## src/rtl/idxchk_pkg.sv

```systemverilog
package idxchk_pkg;
  typedef enum logic [2:0] {
    S_IDLE    = 3'd0,
    S_GET_LO  = 3'd1,
    S_GET_HI  = 3'd2,
    S_JUDGE   = 3'd3,
    S_FINISH  = 3'd4
  } chk_state_t;

  typedef enum logic [1:0] {
    RES_PASS  = 2'd0,
    RES_RANGE = 2'd1,
    RES_BADOP = 2'd2
  } chk_result_t;
endpackage

```

## src/rtl/idxchk_cmp.sv

```systemverilog
module idxchk_cmp #(
  parameter int DW = 32,
  parameter int NW = 16
) (
  input  logic [DW-1:0] idx,
  input  logic [DW-1:0] lo_raw,
  input  logic [DW-1:0] hi_raw,
  input  logic          wide,
  output logic          below,
  output logic          above
);
  localparam int XW = DW + 2;
  localparam int WIDE_BYTES = DW / 8;
  localparam int NARROW_BYTES = NW / 8;

  logic signed [XW-1:0] idx_x, lo_x, hi_x, hi_lim;

  always_comb begin
    if (wide) begin
      idx_x = {{(XW-DW){idx[DW-1]}}, idx};
      lo_x  = {{(XW-DW){lo_raw[DW-1]}}, lo_raw};
      hi_x  = {{(XW-DW){hi_raw[DW-1]}}, hi_raw};
      hi_lim = hi_x + XW'(WIDE_BYTES);
    end else begin
      idx_x = {{(XW-NW){idx[NW-1]}}, idx[NW-1:0]};
      lo_x  = {{(XW-NW){lo_raw[NW-1]}}, lo_raw[NW-1:0]};
      hi_x  = {{(XW-NW){hi_raw[NW-1]}}, hi_raw[NW-1:0]};
      hi_lim = hi_x + XW'(NARROW_BYTES);
    end
    below = idx_x < lo_x;
    above = idx_x > hi_lim;
  end
endmodule

```

## src/rtl/idxchk_seq.sv

```systemverilog
module idxchk_seq
  import idxchk_pkg::*;
#(
  parameter int DW = 32,
  parameter int AW = 32,
  parameter int NW = 16
) (
  input  logic          clk,
  input  logic          rst,
  input  logic          req_valid,
  input  logic [DW-1:0] req_index,
  input  logic [AW-1:0] req_base,
  input  logic          req_wide,
  input  logic          req_not_mem,
  output logic          req_ready,
  output logic          mem_req,
  output logic [AW-1:0] mem_addr,
  input  logic          mem_ack,
  input  logic [DW-1:0] mem_rdata,
  output logic [DW-1:0] cmp_idx,
  output logic [DW-1:0] cmp_lo,
  output logic [DW-1:0] cmp_hi,
  output logic          cmp_wide,
  input  logic          cmp_below,
  input  logic          cmp_above,
  output logic          done,
  output logic [1:0]    status,
  output logic          restart_here,
  output logic          commit_ok
);
  localparam logic [AW-1:0] STEP_WIDE   = AW'(DW / 8);
  localparam logic [AW-1:0] STEP_NARROW = AW'(NW / 8);

  chk_state_t    state;
  logic [AW-1:0] base_q;
  logic          fault;

  assign req_ready = (state == S_IDLE);
  assign fault     = cmp_below | cmp_above;

  always_ff @(posedge clk) begin
    if (rst) begin
      state        <= S_IDLE;
      base_q       <= '0;
      cmp_idx      <= '0;
      cmp_lo       <= '0;
      cmp_hi       <= '0;
      cmp_wide     <= 1'b0;
      mem_req      <= 1'b0;
      mem_addr     <= '0;
      done         <= 1'b0;
      status       <= RES_PASS;
      restart_here <= 1'b0;
      commit_ok    <= 1'b0;
    end else begin
      unique case (state)
        S_IDLE: begin
          if (req_valid) begin
            cmp_idx  <= req_index;
            cmp_wide <= req_wide;
            base_q   <= req_base;
            if (req_not_mem) begin
              status       <= RES_BADOP;
              done         <= 1'b1;
              restart_here <= 1'b1;
              commit_ok    <= 1'b0;
              state        <= S_FINISH;
            end else begin
              mem_req  <= 1'b1;
              mem_addr <= req_base;
              state    <= S_GET_LO;
            end
          end
        end
        S_GET_LO: begin
          if (mem_ack) begin
            cmp_lo   <= mem_rdata;
            mem_addr <= base_q + (cmp_wide ? STEP_WIDE : STEP_NARROW);
            state    <= S_GET_HI;
          end
        end
        S_GET_HI: begin
          if (mem_ack) begin
            cmp_hi  <= mem_rdata;
            mem_req <= 1'b0;
            state   <= S_JUDGE;
          end
        end
        S_JUDGE: begin
          status       <= fault ? RES_RANGE : RES_PASS;
          done         <= 1'b1;
          restart_here <= fault;
          commit_ok    <= ~fault;
          state        <= S_FINISH;
        end
        S_FINISH: begin
          done         <= 1'b0;
          restart_here <= 1'b0;
          commit_ok    <= 1'b0;
          state        <= S_IDLE;
        end
        default: state <= S_IDLE;
      endcase
    end
  end

  // request and address are held while waiting
  p_addr_hold_r7: assert property (@(posedge clk) disable iff (rst)
    (mem_req && !mem_ack) |=> (mem_req && $stable(mem_addr)));

  // completion is a single-cycle pulse
  p_done_once_r9: assert property (@(posedge clk) disable iff (rst)
    done |=> !done);

  // only defined outcome codes appear with done
  p_code_legal_r9: assert property (@(posedge clk) disable iff (rst)
    done |-> (status != 2'd3));

  // exactly one of restart and commit accompanies completion
  p_flags_excl_r10: assert property (@(posedge clk) disable iff (rst)
    done |-> (restart_here != commit_ok));

  // a non-memory operand finishes next cycle without reading
  p_nomem_r8: assert property (@(posedge clk) disable iff (rst)
    (req_ready && req_valid && req_not_mem) |=> (done && !mem_req && status == RES_BADOP));

  // no read is outstanding while idle
  p_idle_quiet_r11: assert property (@(posedge clk) disable iff (rst)
    req_ready |-> !mem_req);
endmodule

```

## src/rtl/idxchk_unit.sv

```systemverilog
module idxchk_unit #(
  parameter int DW = 32,
  parameter int AW = 32,
  parameter int NW = 16
) (
  input  logic          clk,
  input  logic          rst,
  input  logic          req_valid,
  input  logic [DW-1:0] req_index,
  input  logic [AW-1:0] req_base,
  input  logic          req_wide,
  input  logic          req_not_mem,
  output logic          req_ready,
  output logic          mem_req,
  output logic [AW-1:0] mem_addr,
  input  logic          mem_ack,
  input  logic [DW-1:0] mem_rdata,
  output logic          done,
  output logic [1:0]    status,
  output logic          restart_here,
  output logic          commit_ok
);
  logic [DW-1:0] c_idx, c_lo, c_hi;
  logic          c_wide, c_below, c_above;

  idxchk_seq #(.DW(DW), .AW(AW), .NW(NW)) u_seq (
    .clk(clk), .rst(rst),
    .req_valid(req_valid), .req_index(req_index), .req_base(req_base),
    .req_wide(req_wide), .req_not_mem(req_not_mem), .req_ready(req_ready),
    .mem_req(mem_req), .mem_addr(mem_addr), .mem_ack(mem_ack), .mem_rdata(mem_rdata),
    .cmp_idx(c_idx), .cmp_lo(c_lo), .cmp_hi(c_hi), .cmp_wide(c_wide),
    .cmp_below(c_below), .cmp_above(c_above),
    .done(done), .status(status), .restart_here(restart_here), .commit_ok(commit_ok)
  );

  idxchk_cmp #(.DW(DW), .NW(NW)) u_cmp (
    .idx(c_idx), .lo_raw(c_lo), .hi_raw(c_hi), .wide(c_wide),
    .below(c_below), .above(c_above)
  );
endmodule

```

## config.mk

```make
export PLATFORM = sky130hd
export DESIGN_NAME = idxchk_unit
export DESIGN_NICKNAME = d
export VERILOG_FILES = /design/src/rtl/idxchk_pkg.sv /design/src/rtl/idxchk_cmp.sv /design/src/rtl/idxchk_seq.sv /design/src/rtl/idxchk_unit.sv
export SDC_FILE = /design/constraint.sdc
export NUM_CORES = 1
export LEC_CHECK = 0
export BUFFER_PORTS_ARGS = -buffer_cell sky130_fd_sc_hd__clkbuf_2
export CORE_MARGIN = 2
export CORE_UTILIZATION = 40
export CTS_CLUSTER_DIAMETER = 120
export DETAILED_ROUTE_END_ITERATION = 7
export GPL_TIMING_DRIVEN = 0
export SYNTH_ARGS = -nofsm -noshare
export SYNTH_HDL_FRONTEND = slang
export SYNTH_SLANG_ARGS = --single-unit
```

## constraint.sdc

```tcl
create_clock -name clk -period 4.25 [get_ports clk]
set_clock_uncertainty 0.2 [all_clocks]
set_input_delay 0.2125 -clock clk [delete_from_list [all_inputs] [get_ports clk]]
set_output_delay 0.2125 -clock clk [all_outputs]
set_load 0.01 [all_outputs]
```

==> out/results.ini <==
[placed_design]
portBuffers = 139
pre_cts_slack_ns = -0.175
dp_hpwl_mm = 21.3
post-place-cells = 1652
post_dp_cell_area_um2 = 10200
globalplace.congestion = 0.867

[cells_and_area]
seq_area_um2 = 3400
areaGrowthSynthToFinish_pct = 29.5
final_cell_area_um2 = 11900
layout-drive-gt1-share_pct = 13.2
multi_input_area_um2 = 5470
post_route_utilization_pct = 52.8
layout_commonest_cell = nand2_1
nFillCells = 2246
final_nets = 1656
most-common-layout-cells = nand2_1, a21oi_1, dfxtp_1, clkbuf_2, dlygate4sd3_1
antenna-diode-count = 0
post_layout_nonfiller_instances = 1783

[pwr]
power_per_standard_cell_area_nw_per_um2 = 374
ir_drop_v = 0.000269
power_leakage_nw = 4.74

[global_route]
first_global_vias = 8946
grt_pass1_wl_mm = 46.3
number_of_antenna_violations_at_the_first_check_in_global_routing = 0
remaining_global_route_overflow = 0
grt_start_max_net_pins = 18
grt_use_total_pct = 24.3

[drt]
drt.antenna.violating_nets = 0
post-route-drc-count = 0
drt_first_pass_iters = 5
drtIter0Drc = 492
routed_wirelength_mm = 29.0
via_count = 9313
post_drt_via_cell_ratio = 5.22
wire_per_inst_um = 16.3

[clock_network]
clkLatencyLatePin_ns = 0.44
cts_inserted_buffers = 17
ctsLongestPathBuffers = 2
cts_htree_levels = 4
tritoncts_clock_tree = yes
clock_edge_transition_at_the_registers_on_the_reported_setup_and_hold_paths_ns = 0.07
cts_root_buf = clkbuf_16
clock-sinks = 170

[floorplanning]
chipWidth_um = 156
floorplan.core_area_um2 = 22600
fp-row-count = 55
starting_density_of_the_core_pct = 40.7
die_height_um = 156
pin_count = 141
floorplan.die_area_um2 = 24200

[logic_synthesis]
synthArstFlopShare_pct = 0
ys_warn_count = 0
syn_nets = 1399
flip_flop_and_latch_count_after_synthesis = 170
synth_top_cell_area_share_pct = 37.0
netlist_area_um2 = 9200
synth_cell_type_count = 56
synthTopCellsByArea = dfxtp_1, nand2_1, a21oi_1
syn_area_per_cell_um2 = 7.49
synth_top_flop_cell = dfxtp_1
synth_top_area_cell = dfxtp_1
synth-seq-area-share_pct = 37.0
synth_enable_flop_cells = 0
netlist_instances = 1228

[hold_path]
hold_path_end = u_seq.state[0]$_SDFFE_PP0P_
hold_path.class = in -> reg
hold_start = req_valid
worstHoldPathCells = 4

[critical_path]
data_required_critical_path_ns = 4.39
timing.rr.end = u_seq.status[0]$_SDFFE_PP0P_
worst-r2r-cell-count = 15
worst-r2r-setup-slack_ns = 0.27
end_kind = register
critical_path.max_fanout = 5
worst-endpoint-arrival_ns = 4.12
rr_startpoint = u_seq.cmp_hi[9]$_SDFFE_PP0P_
setup.worst_path.class = reg -> reg
worstSetupStartpointType = register

[timing]
report.final.hold_viol_count = 0
timing.final.max_slew_violations = 0
finalWorstSetupSlack_ns = 0.269
post-route-min-period_ns = 3.98
layout_worst_path_cycle_share_pct = 93.7
max-slew-margin-rel_pct = 27.6
tightestPinTransition_ns = 1.08
fmaxAchievable_ghz = 0.251
setup_total_negative_slack_ns = 0
setup_viol = 0
grt_setup_unrepaired = false

[status]
run_status = complete, no violations

[job]
maxCapViolCount = 0

-- registers in the layout, summed over array words and instances (netlist names) --
name / count
u_seq.cmp_idx: 32
u_seq.mem_addr: 32
u_seq.commit_ok: 1
u_seq.done: 1
u_seq.cmp_wide: 1
u_seq.restart_here: 1
u_seq.state: 3
u_seq.base_q: 32
u_seq.status: 2
u_seq.cmp_hi: 32
u_seq.mem_req: 1
u_seq.cmp_lo: 32
-- synthesized netlist by cell type, types with 6 or more instances --
master    instances
and3_1            8
o21ai_0          16
nor3_1           10
and2_1            6
clkbuf_1         68
nand3_1          29
ha_1             68
a211o_1           7
inv_1            27
nand2_1         359
xnor2_1          33
o211ai_1          8
a21oi_1         199
dfxtp_1         170
a21o_1           26
nand4_1          19
xor2_1           22
a211oi_1         12
nor2_1           61
-- power breakdown --
group          internal, mW  switching (mW)
combinational         0.422           0.620
clock                 0.867           0.747
sequential             1.70          0.0913
total                  2.99            1.46
-- cells by family after synthesis --
family,after synthesis,synth area share [%]
AND/OR/NAND/NOR,530,24.9
AO/OA/AOI/OAI,299,18.8
multiplexers,4,0.435
XOR/XNOR,55,5.24
adder cells (fa/ha/maj),69,9.47
flip-flops,170,37.0
buffers and inverters,101,4.16
-- worst max-delay path by stage --
stage | to | from
CTS | u_seq.status[0]$_SDFFE_PP0P_ | u_seq.cmp_hi[9]$_SDFFE_PP0P_
finish | u_seq.status[0]$_SDFFE_PP0P_ | u_seq.cmp_hi[9]$_SDFFE_PP0P_
global placement | u_seq.status[0]$_SDFFE_PP0P_ | u_seq.cmp_wide$_SDFFE_PP0P_
detailed placement | u_seq.status[0]$_SDFFE_PP0P_ | u_seq.cmp_wide$_SDFFE_PP0P_
global route | u_seq.status[0]$_SDFFE_PP0P_ | u_seq.cmp_hi[9]$_SDFFE_PP0P_
floorplan | u_seq.status[0]$_SDFFE_PP0P_ | u_seq.cmp_hi[9]$_SDFFE_PP0P_
-- routing by layer --
metal | vias up | global-route usage [%] | wire [µm]
met5 | - | 0 | 0
li1 | 4709 | - | -
met2 | 252 | 40.0 | 13400
met3 | 49 | 4.92 | 1540
met4 | 0 | 8.21 | 760
met1 | 4303 | 31.9 | 13300
-- worst max-delay path, cell delays in order (launching register included) --
cell and delay, ns:
dfxtp_1 0.41, and4_2 0.30, and4_2 0.31, nand3_2 0.17
nor2_2 0.20, nand3_1 0.11, xor2_1 0.15, a21o_1 0.19
ha_1 0.31, nand4_1 0.21, nor4_4 0.31, nand3_1 0.15
o221ai_1 0.20, a21oi_1 0.06, or2_2 0.35, a311oi_1 0.26
-- final cells by class --
cell class,count,area share [%]
inverter,27,0.851
timing repair buffer,239,14.2
clock inverter,13,1.28
tap,285,2.99
multi-input combinational,957,45.9
buffer,73,2.37
clock buffer,19,3.80
sequential,170,28.6
-- repair_timing --
| action | 4_1_cts | 5_1_grt |
|---|---|---|
| pin swaps | 0 | 2 |
| gates resized for setup | 3 | 16 |
| hold buffers | 99 | 0 |
| endpoints found under the hold margin | 156 | 0 |
| gates cloned | 0 | 0 |
| endpoints found under the setup margin | 3 | 3 |
| buffers inserted | 0 | 1 |
-- stage by stage --
| stage | total power, mW | hold WS, ns |
|---|---|---|
| 2_1_floorplan | 2.43 | 0.148 |
| 6_report | 4.45 | 0.0194 |
| 3_3_place_gp | 2.76 | 0.237 |
| 4_1_cts | 4.45 | 0.00621 |
| 5_1_grt | 4.68 | 0.0387 |
| 3_5_place_dp | 2.77 | 0.244 |
No activity file was read; power rests on OpenSTA's default activity.
